==> config.mk <==
export PLATFORM = sky130hd
export DESIGN_NAME = capture_seq_ctrl
export DESIGN_NICKNAME = d
export VERILOG_FILES = /design/src/rtl/capseq_pkg.sv /design/src/rtl/capseq_btn.sv /design/src/rtl/capseq_fsm.sv /design/src/rtl/capseq_decode.sv /design/src/rtl/capture_seq_ctrl.sv
export SDC_FILE = /design/constraint.sdc
export NUM_CORES = 1
export LEC_CHECK = 0
export ABC_AREA = 1
export CAP_MARGIN = 25
export CORE_ASPECT_RATIO = 1.1
export CORE_MARGIN = 10
export CORE_UTILIZATION = 30
export DETAILED_ROUTE_END_ITERATION = 16
export PLACE_DENSITY = 0.68
export SYNTH_ARGS = -nofsm -noshare
export SYNTH_HDL_FRONTEND = slang
export SYNTH_SLANG_ARGS = --single-unit
export TNS_END_PERCENT = 30
==> constraint.sdc <==
create_clock -name clk -period 1.1 [get_ports clk]
set_input_delay 0.22 -clock clk [delete_from_list [all_inputs] [get_ports clk]]
set_output_delay 0.22 -clock clk [all_outputs]
set_load 0.1 [all_outputs]
==> src/rtl/capseq_pkg.sv <==
package capseq_pkg;

    localparam int NUM_BTN   = 3;
    localparam int BTN_RETAKE = 2;
    localparam int BTN_SHOT   = 1;
    localparam int BTN_GO     = 0;

    typedef enum logic [2:0] {
        ST_SETUP    = 3'd0,
        ST_LIVE     = 3'd1,
        ST_HELD     = 3'd2,
        ST_CLASSIFY = 3'd3,
        ST_RESULT   = 3'd4
    } seq_state_e;

    typedef enum logic [1:0] {
        VIEW_LIVE   = 2'd0,
        VIEW_BW     = 2'd1,
        VIEW_RESULT = 2'd2
    } view_e;

    typedef struct packed {
        logic retake;
        logic shot;
        logic go;
    } btn_evt_t;

    typedef struct packed {
        logic cfg_start;
        logic cls_start;
        logic res_latch;
    } strobe_t;

    function automatic view_e view_of(seq_state_e s);
        case (s)
            ST_HELD, ST_CLASSIFY: return VIEW_BW;
            ST_RESULT:            return VIEW_RESULT;
            default:              return VIEW_LIVE;
        endcase
    endfunction

endpackage

==> src/rtl/capseq_btn.sv <==
module capseq_btn #(
    parameter int SYNC_STAGES = 2
) (
    input  logic clk,
    input  logic rst,
    input  logic btn_n,
    output logic press
);
    localparam int MSB = SYNC_STAGES - 1;

    logic [MSB:0] sync_q;
    logic         prev_q;

    generate
        if (SYNC_STAGES == 1) begin : g_one
            always_ff @(posedge clk) begin
                if (rst) sync_q <= '0;
                else     sync_q <= ~btn_n;
            end
        end else begin : g_chain
            always_ff @(posedge clk) begin
                if (rst) sync_q <= '0;
                else     sync_q <= {sync_q[MSB-1:0], ~btn_n};
            end
        end
    endgenerate

    always_ff @(posedge clk) begin
        if (rst) prev_q <= 1'b0;
        else     prev_q <= sync_q[MSB];
    end

    assign press = sync_q[MSB] & ~prev_q;

    p_single_press_r9: assert property (@(posedge clk) disable iff (rst)
        press |=> !press);

endmodule

==> src/rtl/capseq_fsm.sv <==
module capseq_fsm
    import capseq_pkg::*;
(
    input  logic       clk,
    input  logic       rst,
    input  btn_evt_t   ev,
    input  logic       cfg_done,
    input  logic       cls_done,
    output seq_state_e state,
    output strobe_t    strobe
);
    seq_state_e state_q, state_d;
    strobe_t    strobe_q;
    logic       boot_q;

    always_comb begin
        state_d = state_q;
        if (ev.retake) begin
            state_d = ST_SETUP;
        end else begin
            unique case (state_q)
                ST_SETUP:    if (cfg_done) state_d = ST_LIVE;
                ST_LIVE:     if (ev.shot)  state_d = ST_HELD;
                ST_HELD:     if (ev.go)    state_d = ST_CLASSIFY;
                ST_CLASSIFY: if (cls_done) state_d = ST_RESULT;
                ST_RESULT:   state_d = ST_RESULT;
                default:     state_d = ST_SETUP;
            endcase
        end
    end

    always_ff @(posedge clk) begin
        if (rst) begin
            state_q  <= ST_SETUP;
            strobe_q <= '0;
            boot_q   <= 1'b1;
        end else begin
            state_q            <= state_d;
            boot_q             <= 1'b0;
            strobe_q.cfg_start <= (state_d == ST_SETUP) &&
                                  (boot_q || ev.retake || state_q != ST_SETUP);
            strobe_q.cls_start <= (state_d == ST_CLASSIFY) && (state_q != ST_CLASSIFY);
            strobe_q.res_latch <= (state_d == ST_RESULT) && (state_q != ST_RESULT);
        end
    end

    assign state  = state_q;
    assign strobe = strobe_q;

    p_retake_to_setup_r5: assert property (@(posedge clk) disable iff (rst)
        ev.retake |=> state_q == ST_SETUP);
    p_setup_done_r2: assert property (@(posedge clk) disable iff (rst)
        (state_q == ST_SETUP && cfg_done && !ev.retake) |=> state_q == ST_LIVE);
    p_result_sticky_r8: assert property (@(posedge clk) disable iff (rst)
        (state_q == ST_RESULT && !ev.retake) |=> state_q == ST_RESULT);
    p_cfg_pulse_r10: assert property (@(posedge clk) disable iff (rst)
        strobe_q.cfg_start |=> !strobe_q.cfg_start);
    p_cls_in_classify_r6: assert property (@(posedge clk) disable iff (rst)
        strobe_q.cls_start |-> state_q == ST_CLASSIFY);
    p_latch_in_result_r7: assert property (@(posedge clk) disable iff (rst)
        strobe_q.res_latch |-> state_q == ST_RESULT);

endmodule

==> src/rtl/capseq_decode.sv <==
module capseq_decode
    import capseq_pkg::*;
(
    input  logic       clk,
    input  logic       rst,
    input  seq_state_e state,
    output logic       img_wr_en,
    output view_e      view,
    output logic       res_show
);
    assign img_wr_en = (state == ST_LIVE);
    assign view      = view_of(state);
    assign res_show  = (state == ST_RESULT);

    p_write_only_live_r3: assert property (@(posedge clk) disable iff (rst)
        img_wr_en |-> (view == VIEW_LIVE && !res_show));

endmodule

==> src/rtl/capture_seq_ctrl.sv <==
module capture_seq_ctrl
    import capseq_pkg::*;
#(
    parameter int SYNC_STAGES = 2
) (
    input  logic       clk,
    input  logic       rst,
    input  logic       btn_retake_n,
    input  logic       btn_shot_n,
    input  logic       btn_go_n,
    input  logic       cfg_done,
    input  logic       cls_done,
    output logic [2:0] state_code,
    output logic       cfg_start,
    output logic       img_wr_en,
    output logic [1:0] view_mode,
    output logic       cls_start,
    output logic       result_latch,
    output logic       result_show
);
    logic [NUM_BTN-1:0] pin_n;
    logic [NUM_BTN-1:0] press;
    btn_evt_t           ev;
    seq_state_e         state;
    strobe_t            strobe;
    view_e              view;

    assign pin_n[BTN_RETAKE] = btn_retake_n;
    assign pin_n[BTN_SHOT]   = btn_shot_n;
    assign pin_n[BTN_GO]     = btn_go_n;

    generate
        for (genvar i = 0; i < NUM_BTN; i++) begin : g_btn
            capseq_btn #(.SYNC_STAGES(SYNC_STAGES)) u_btn (
                .clk   (clk),
                .rst   (rst),
                .btn_n (pin_n[i]),
                .press (press[i])
            );
        end
    endgenerate

    assign ev.retake = press[BTN_RETAKE];
    assign ev.shot   = press[BTN_SHOT];
    assign ev.go     = press[BTN_GO];

    capseq_fsm u_fsm (
        .clk      (clk),
        .rst      (rst),
        .ev       (ev),
        .cfg_done (cfg_done),
        .cls_done (cls_done),
        .state    (state),
        .strobe   (strobe)
    );

    capseq_decode u_dec (
        .clk       (clk),
        .rst       (rst),
        .state     (state),
        .img_wr_en (img_wr_en),
        .view      (view),
        .res_show  (result_show)
    );

    assign state_code   = state;
    assign view_mode    = view;
    assign cfg_start    = strobe.cfg_start;
    assign cls_start    = strobe.cls_start;
    assign result_latch = strobe.res_latch;

endmodule

==> run_summary.xml, run 1 <==
<?xml version="1.0" encoding="UTF-8"?>
<metrics>
  <group name="logic_synthesis">
    <metric name="netlist_area" unit="µm²">614</metric>
    <metric name="synth.ff_latch_count" unit="">16</metric>
    <metric name="synth_top_cell_area_share" unit="%">52.1</metric>
    <metric name="netlist_instances" unit="">78</metric>
    <metric name="synth-seq-area-share" unit="%">52.1</metric>
    <metric name="synth_largest_area_cell" unit="">sky130_fd_sc_hd__dfxtp_1</metric>
    <metric name="synth_area_leaders" unit="">sky130_fd_sc_hd__dfxtp_1 (52%), sky130_fd_sc_hd__nor2_1 (13%), sky130_fd_sc_hd__inv_1 (6.1%)</metric>
    <metric name="syn_avg_cell_area" unit="µm²">7.88</metric>
    <metric name="distinct_cell_type_count_of_the_synthesized_netlist" unit="">15</metric>
    <metric name="syn-num-nets" unit="">85</metric>
    <metric name="yosysWarnings" unit="">0</metric>
  </group>
  <group name="floorplanning">
    <metric name="floorplan.io_pins" unit="">17</metric>
    <metric name="die_w" unit="µm">63.1</metric>
    <metric name="core-area" unit="µm²">1980</metric>
    <metric name="floorplan.initialDensity" unit="%">31.1</metric>
    <metric name="placement_rows" unit="">17</metric>
    <metric name="die_y" unit="µm">67.5</metric>
    <metric name="die_ar" unit="µm²">4260</metric>
  </group>
  <group name="grt">
    <metric name="grt_pass1_vias" unit="">580</metric>
    <metric name="global_route.usage.met1" unit="%">6.51</metric>
    <metric name="grt_overflow" unit="">0</metric>
    <metric name="grt-busiest-layer" unit="">met2</metric>
    <metric name="grt_max_degree" unit="">11</metric>
    <metric name="grt_first_pass_wirelength" unit="µm">2320</metric>
    <metric name="use_met2" unit="%">12.1</metric>
    <metric name="track_usage" unit="%">6.80</metric>
    <metric name="use_met3" unit="%">2.98</metric>
    <metric name="antenna_found_initial" unit="">0</metric>
  </group>
  <group name="placed_design">
    <metric name="pre_cts_ws" unit="ns">-0.222</metric>
    <metric name="dpl-instance-area" unit="µm²">992</metric>
    <metric name="io_buffers" unit="">16</metric>
    <metric name="post-dp-hpwl" unit="µm">1100</metric>
    <metric name="gpl.final_weighted_congestion" unit="">0.743</metric>
    <metric name="dp_cells" unit="">126</metric>
  </group>
  <group name="clock_tree">
    <metric name="tritoncts.num_buffers" unit="">3</metric>
    <metric name="worst_skew_pair.late_latency" unit="ns">0.28</metric>
    <metric name="clock_tree_from_tritoncts" unit="">yes</metric>
    <metric name="cts-root-buf" unit="">sky130_fd_sc_hd__clkbuf_4</metric>
    <metric name="clock-sinks" unit="">16</metric>
    <metric name="clkTransAtPathRegs" unit="ns">0.09</metric>
    <metric name="ctsHtreeMaxLevel" unit="">1</metric>
    <metric name="hold_buffers" unit="">0</metric>
    <metric name="cts_buffer_depth" unit="">2</metric>
  </group>
  <group name="power_and_ir_drop">
    <metric name="leakage" unit="nW">0.478</metric>
    <metric name="share_clk_of_total_power" unit="%">29.3</metric>
    <metric name="share_seq_of_total_power" unit="%">48.6</metric>
    <metric name="power.internal" unit="W">0.000918</metric>
    <metric name="comb_power_share" unit="%">22.1</metric>
    <metric name="p_per_area" unit="nW/µm²">1170</metric>
    <metric name="swShare" unit="%">28.0</metric>
    <metric name="sw_power" unit="W">0.000357</metric>
    <metric name="max-vdd-ir-drop" unit="mV">0.990</metric>
  </group>
  <group name="sta">
    <metric name="timing_max_transition_violations_final" unit="">0</metric>
    <metric name="period_needed" unit="ns">1.35</metric>
    <metric name="report.final.hold_viol_count" unit="">0</metric>
    <metric name="relSlewSlack" unit="%">86.8</metric>
    <metric name="grt_setup_unrepaired" unit="">yes</metric>
    <metric name="final-setup-viol-count" unit="">9</metric>
    <metric name="fin_worst_skew" unit="ns">0.00621</metric>
    <metric name="post-route-period-util" unit="%">123</metric>
    <metric name="max_freq" unit="MHz">739</metric>
    <metric name="finalWorstSetupSlack" unit="ns">-0.253</metric>
    <metric name="tightestPinTransition" unit="ns">0.198</metric>
  </group>
  <group name="layout">
    <metric name="num-nets-final" unit="">116</metric>
    <metric name="mostFrequentLayoutCell" unit="">sky130_fd_sc_hd__nor2_1</metric>
    <metric name="fillers" unit="">181</metric>
    <metric name="post_layout_nonfiller_instances" unit="">136</metric>
    <metric name="multiInputGateArea" unit="µm²">282</metric>
    <metric name="syn2layout_area_growth" unit="%">77.8</metric>
    <metric name="diodes" unit="">0</metric>
    <metric name="most_frequent_cells_in_the_layout" unit="">sky130_fd_sc_hd__nor2_1 (20), sky130_fd_sc_hd__dfxtp_1 (12), sky130_fd_sc_hd__inv_1 (10), sky130_fd_sc_hd__buf_12 (10), sky130_fd_sc_hd__buf_4 (9)</metric>
    <metric name="post_route_cells_drive_above_1_share" unit="%">39.8</metric>
    <metric name="finish.utilization" unit="%">55.2</metric>
    <metric name="area.sequential" unit="µm²">333</metric>
    <metric name="final_design_area_no_fill" unit="µm²">1090</metric>
  </group>
  <group name="setup_path">
    <metric name="worst_ep_arrival_time" unit="ns">1.13</metric>
    <metric name="timing.setup.critical_path_class" unit="">reg -&gt; out</metric>
    <metric name="r2r.worst_path.cells" unit="">8</metric>
    <metric name="path_max_fanout" unit="">5</metric>
    <metric name="start_kind" unit="">register</metric>
    <metric name="cp.required" unit="ns">0.88</metric>
    <metric name="critical_path.endpoint_type" unit="">primary output</metric>
  </group>
  <group name="route">
    <metric name="route.antenna.remaining_nets" unit="">0</metric>
    <metric name="wirelength" unit="µm">1370</metric>
    <metric name="drc_errors" unit="">0</metric>
    <metric name="drtPass1Iterations" unit="">5</metric>
    <metric name="via_count" unit="">580</metric>
    <metric name="routed_via_density" unit="">4.26</metric>
    <metric name="drt_iter0_markers" unit="">9</metric>
    <metric name="routedWlPerCell" unit="µm">10.1</metric>
  </group>
  <group name="worst_hold_path">
    <metric name="holdCritPathClass" unit="">reg -&gt; reg</metric>
    <metric name="number_of_cells_on_the_worst_hold_path" unit="">2</metric>
  </group>
  <group name="outcome">
    <metric name="failing_checks" unit="">negative setup slack</metric>
    <metric name="outcome" unit="">finished with violations</metric>
  </group>
  <group name="flow_run">
    <metric name="max_cap_viol_count" unit="">0</metric>
  </group>
</metrics>
[registers in the layout, indices dropped and copies added (netlist names)]
name                count
u_fsm.boot_q            1
g_btn.u_btn.prev_q      3
g_btn.u_btn.sync_q      6
u_fsm.state             3
u_fsm.strobe            3
[per-layer routing]
| layer | share of wire [%] | vias up |
|---|---|---|
| met5 | 0 | - |
| met4 | 3.5 | 0 |
| li1 | - | 299 |
| met3 | 5.8 | 6 |
| met2 | 49 | 19 |
| met1 | 41 | 256 |
[critical path, stage by stage (launching register included)]
cell                      delay (ns)
sky130_fd_sc_hd__dfxtp_4        0.42
sky130_fd_sc_hd__inv_4          0.05
sky130_fd_sc_hd__nor3_4         0.19
sky130_fd_sc_hd__buf_12         0.20
[layout make-up]
| cell class | instances | share of cell area, % |
|---|---|---|
| timing repair buffer | 27 | 32.1 |
| multi-input combinational | 48 | 25.8 |
| sequential | 16 | 30.5 |
| inverter | 13 | 5.15 |
| tap | 28 | 3.21 |
| clock buffer | 4 | 3.32 |
[path summary, 6_finish.rpt]
path	startpoint	endpoint	slack (ns)
max	u_fsm.state[0]	img_wr_en	-0.25
min	g_btn[1].u_btn.sync_q[0]	g_btn[1].u_btn.sync_q[1]	0.41
max reg2reg	u_fsm.state[0]	u_fsm.strobe[2]	-0.07
min reg2reg	g_btn[1].u_btn.sync_q[0]	g_btn[1].u_btn.sync_q[1]	0.41
[per-stage QoR]
| step | setup TNS [ns] | hold slack (ns) | total power [W] |
|---|---|---|---|
| after floorplan | -5.35 | 0.248 | 0.000793 |
| after global placement | -0.700 | 0.389 | 0.000893 |
| after detailed placement | -0.821 | 0.400 | 0.000896 |
| after CTS | -1.47 | 0.414 | 0.00128 |
| after global routing | -2.28 | 0.430 | 0.00135 |
| final | -1.49 | 0.410 | 0.00127 |
[cell usage after synthesis (all sizes together)]
| cell type | n |
|---|---|
| a21boi | 1 |
| clkbuf | 1 |
| dfxtp | 16 |
| inv | 13 |
| nand2 | 7 |
| nand3 | 9 |
| nand4 | 2 |
| nor2 | 23 |
| nor3 | 4 |
| o21ai | 1 |
| o21bai | 1 |
[power groups by stage]
stage	combinational, W	sequential (W)	clock, W
after floorplan	0.000103	0.000690	0
after global placement	0.000256	0.000636	0
after detailed placement	0.000259	0.000637	0
after CTS	0.000274	0.000622	0.000387
after global routing	0.000301	0.000624	0.000426
final	0.000282	0.000620	0.000373
[kinds of logic (layout without fill, tap and decap cells)]
| kind of cell | after synthesis | count (layout) | share of synthesized area, % |
|---|---|---|---|
| flip-flops | 16 | 16 | 52.1 |
| AND/OR/NAND/NOR | 45 | 45 | 34.8 |
| buffers and inverters | 14 | 44 | 8.55 |
| AO/OA/AOI/OAI | 3 | 3 | 4.48 |
[repair_timing]
action,in CTS,in global routing
resized for setup,3,3
buffers inserted,4,2
endpoints found under the setup margin,11,15
pin swaps,2,0
Power figures use the tool's default switching activity.
==> inputs of run 2 (changes only) <==
- CTS_CLUSTER_SIZE: default -> 30
- GPL_TIMING_DRIVEN: default -> 0
==> run 2 against run 1 <==
  * The flow still finishes with violations (negative setup slack)
  * First-iteration DRC count grew 78%
  * Combinational power shrank 8.5%
  * Sequential power is essentially flat
  * Power shrank 2.5%
  * Utilization shrank 2.6 points
  * Clock power shrank 2%
  * Sequential share of layout area grew 1.4 points
  * Count of clock-buffer cells in the layout is the same
  * Critical path type unchanged
==> run_summary.xml, run 2 (synthesized netlist as in run 1, its figures left out) <==
<?xml version="1.0" encoding="UTF-8"?>
<metrics>
  <group name="grt">
    <metric name="grt_pass1_vias" unit="">604</metric>
    <metric name="antenna_found_initial" unit="">0</metric>
    <metric name="grt_first_pass_wirelength" unit="µm">2390</metric>
    <metric name="track_usage" unit="%">6.86</metric>
    <metric name="grt_max_degree" unit="">11</metric>
    <metric name="grt_overflow" unit="">0</metric>
  </group>
  <group name="outcome">
    <metric name="outcome" unit="">finished with violations</metric>
    <metric name="failing_checks" unit="">negative setup slack</metric>
  </group>
  <group name="route">
    <metric name="via_count" unit="">567</metric>
    <metric name="route.antenna.remaining_nets" unit="">0</metric>
    <metric name="routedWlPerCell" unit="µm">10.7</metric>
    <metric name="drtPass1Iterations" unit="">4</metric>
    <metric name="drt_iter0_markers" unit="">16</metric>
    <metric name="wirelength" unit="µm">1410</metric>
    <metric name="routed_via_density" unit="">4.30</metric>
    <metric name="drc_errors" unit="">0</metric>
  </group>
  <group name="floorplanning">
    <metric name="core-area" unit="µm²">1980</metric>
    <metric name="die_w" unit="µm">63.1</metric>
    <metric name="floorplan.io_pins" unit="">17</metric>
    <metric name="die_ar" unit="µm²">4260</metric>
    <metric name="die_y" unit="µm">67.5</metric>
    <metric name="floorplan.initialDensity" unit="%">31.1</metric>
    <metric name="placement_rows" unit="">17</metric>
  </group>
  <group name="sta">
    <metric name="timing_max_transition_violations_final" unit="">0</metric>
    <metric name="tightestPinTransition" unit="ns">0.413</metric>
    <metric name="fin_worst_skew" unit="ns">0.00232</metric>
    <metric name="report.final.hold_viol_count" unit="">0</metric>
    <metric name="final-setup-viol-count" unit="">11</metric>
    <metric name="relSlewSlack" unit="%">72.4</metric>
    <metric name="max_freq" unit="MHz">731</metric>
    <metric name="post-route-period-util" unit="%">124</metric>
    <metric name="worst_hold_slack" unit="ns">0.406</metric>
    <metric name="grt_setup_unrepaired" unit="">yes</metric>
    <metric name="period_needed" unit="ns">1.37</metric>
    <metric name="finalWorstSetupSlack" unit="ns">-0.268</metric>
  </group>
  <group name="placed_design">
    <metric name="post-dp-hpwl" unit="µm">948</metric>
    <metric name="io_buffers" unit="">16</metric>
    <metric name="dpl-instance-area" unit="µm²">858</metric>
    <metric name="gpl.final_weighted_congestion" unit="">0.739</metric>
  </group>
  <group name="setup_path">
    <metric name="worst_ep_arrival_time" unit="ns">1.15</metric>
    <metric name="timing.setup.critical_path_class" unit="">reg -&gt; out</metric>
    <metric name="buf_inv_stages_crit_path" unit="">2</metric>
    <metric name="cpLargestDelayFamily" unit="">flip-flops</metric>
    <metric name="critPathMaxStageDelay" unit="ns">0.42</metric>
    <metric name="cp_cell_sequence" unit="">inv_6 &gt; nor3_4 &gt; buf_12</metric>
    <metric name="start_kind" unit="">register</metric>
    <metric name="cp_slowest_cell" unit="">sky130_fd_sc_hd__dfxtp_4</metric>
    <metric name="cp.required" unit="ns">0.88</metric>
    <metric name="path_max_fanout" unit="">4</metric>
    <metric name="critical_path.endpoint_type" unit="">primary output</metric>
  </group>
  <group name="clock_tree">
    <metric name="worst_skew_pair.late_latency" unit="ns">0.27</metric>
    <metric name="cts-root-buf" unit="">sky130_fd_sc_hd__clkbuf_4</metric>
    <metric name="clock-sinks" unit="">16</metric>
    <metric name="ctsHtreeMaxLevel" unit="">1</metric>
    <metric name="cts_buffer_depth" unit="">2</metric>
    <metric name="clkTransAtPathRegs" unit="ns">0.09</metric>
    <metric name="clock_tree_from_tritoncts" unit="">yes</metric>
    <metric name="tritoncts.num_buffers" unit="">3</metric>
  </group>
  <group name="worst_hold_path">
    <metric name="holdCritPathClass" unit="">reg -&gt; reg</metric>
  </group>
  <group name="layout">
    <metric name="multiInputGateArea" unit="µm²">283</metric>
    <metric name="most_frequent_cells_in_the_layout" unit="">sky130_fd_sc_hd__nor2_1 (21), sky130_fd_sc_hd__dfxtp_1 (13), sky130_fd_sc_hd__inv_1 (10), sky130_fd_sc_hd__buf_12 (8)</metric>
    <metric name="largest_register_ffs" unit="">6</metric>
    <metric name="syn2layout_area_growth" unit="%">69.5</metric>
    <metric name="diodes" unit="">0</metric>
    <metric name="fillers" unit="">185</metric>
    <metric name="final_design_area_no_fill" unit="µm²">1040</metric>
    <metric name="largest_reg_by_ff_count" unit="">g_btn.u_btn.sync_q</metric>
    <metric name="area.sequential" unit="µm²">332</metric>
    <metric name="post_route_cells_drive_above_1_share" unit="%">36.5</metric>
    <metric name="mostFrequentLayoutCell" unit="">sky130_fd_sc_hd__nor2_1</metric>
    <metric name="num-nets-final" unit="">112</metric>
  </group>
  <group name="power_and_ir_drop">
    <metric name="max-vdd-ir-drop" unit="mV">0.865</metric>
    <metric name="p_per_area" unit="nW/µm²">1190</metric>
    <metric name="leakage" unit="nW">0.450</metric>
  </group>
  <group name="flow_run">
    <metric name="max_cap_viol_count" unit="">0</metric>
  </group>
</metrics>
[run 2: routing by layer]
metal	GRT usage, %	wire (µm)	part of all wire [%]
met3	2.48	64	4.5
met4	3.35	36	2.6
met1	7.36	599	42
met2	11.9	711	50
met5	0	0	0
[run 2: area by class of cell]
class,count,share of cell area (%)
Buffer,1,0.361
Clock buffer,4,3.49
Inverter,13,5.41
Multi-Input combinational cell,48,27.2
Sequential cell,16,31.9
Tap cell,28,3.37
Timing Repair Buffer,22,28.4
[run 2: path summary, 6_finish.rpt]
kind | startpoint | end | slack (ns) | cells after the start
hold reg to reg | g_btn[1].u_btn.sync_q[0] | g_btn[1].u_btn.sync_q[1] | 0.41 | 2
setup / recovery | u_fsm.state[2] | result_show | -0.27 | 3
setup reg to reg | u_fsm.state[2] | u_fsm.strobe[2] | -0.09 | 7
hold / removal | g_btn[1].u_btn.sync_q[0] | g_btn[1].u_btn.sync_q[1] | 0.41 | 2
[run 2: metrics by stage]
step	total power, W	util (%)	TNS, ns	worst slack (ns)	instances
after floorplan	0.000793	-	-5.35	-0.823	78
after global placement	0.000853	43.4	-10.41	-1.00	122
after detailed placement	0.000856	43.4	-10.65	-1.01	122
after CTS	0.00125	51.2	-1.54	-0.269	132
after global routing	0.00131	52.6	-2.52	-0.307	132
final	0.00124	52.6	-1.37	-0.268	132
[run 2: worst register-to-register path: stages, from the launching register on]
cell,delay [ns]
sky130_fd_sc_hd__dfxtp_4,0.39
sky130_fd_sc_hd__buf_4,0.15
sky130_fd_sc_hd__nor2_2,0.17
sky130_fd_sc_hd__nand3_1,0.12
sky130_fd_sc_hd__nand2_1,0.10
sky130_fd_sc_hd__o21bai_2,0.07
sky130_fd_sc_hd__nand2_1,0.06
sky130_fd_sc_hd__nor2_1,0.04
[run 2: repair_timing]
action                     CTS  global route
gates resized for setup     81             7
pin swaps                    2             2
hold buffers                 0             0
buffers inserted             6             1
setup endpoints to repair   11            22
[run 2: power by group]
part           internal [W]  leakage, nW  switching, W
clock              0.000201       0.0210      0.000165
sequential         0.000598        0.134     0.0000205
combinational     0.0000956        0.295      0.000162
total              0.000895        0.450      0.000348
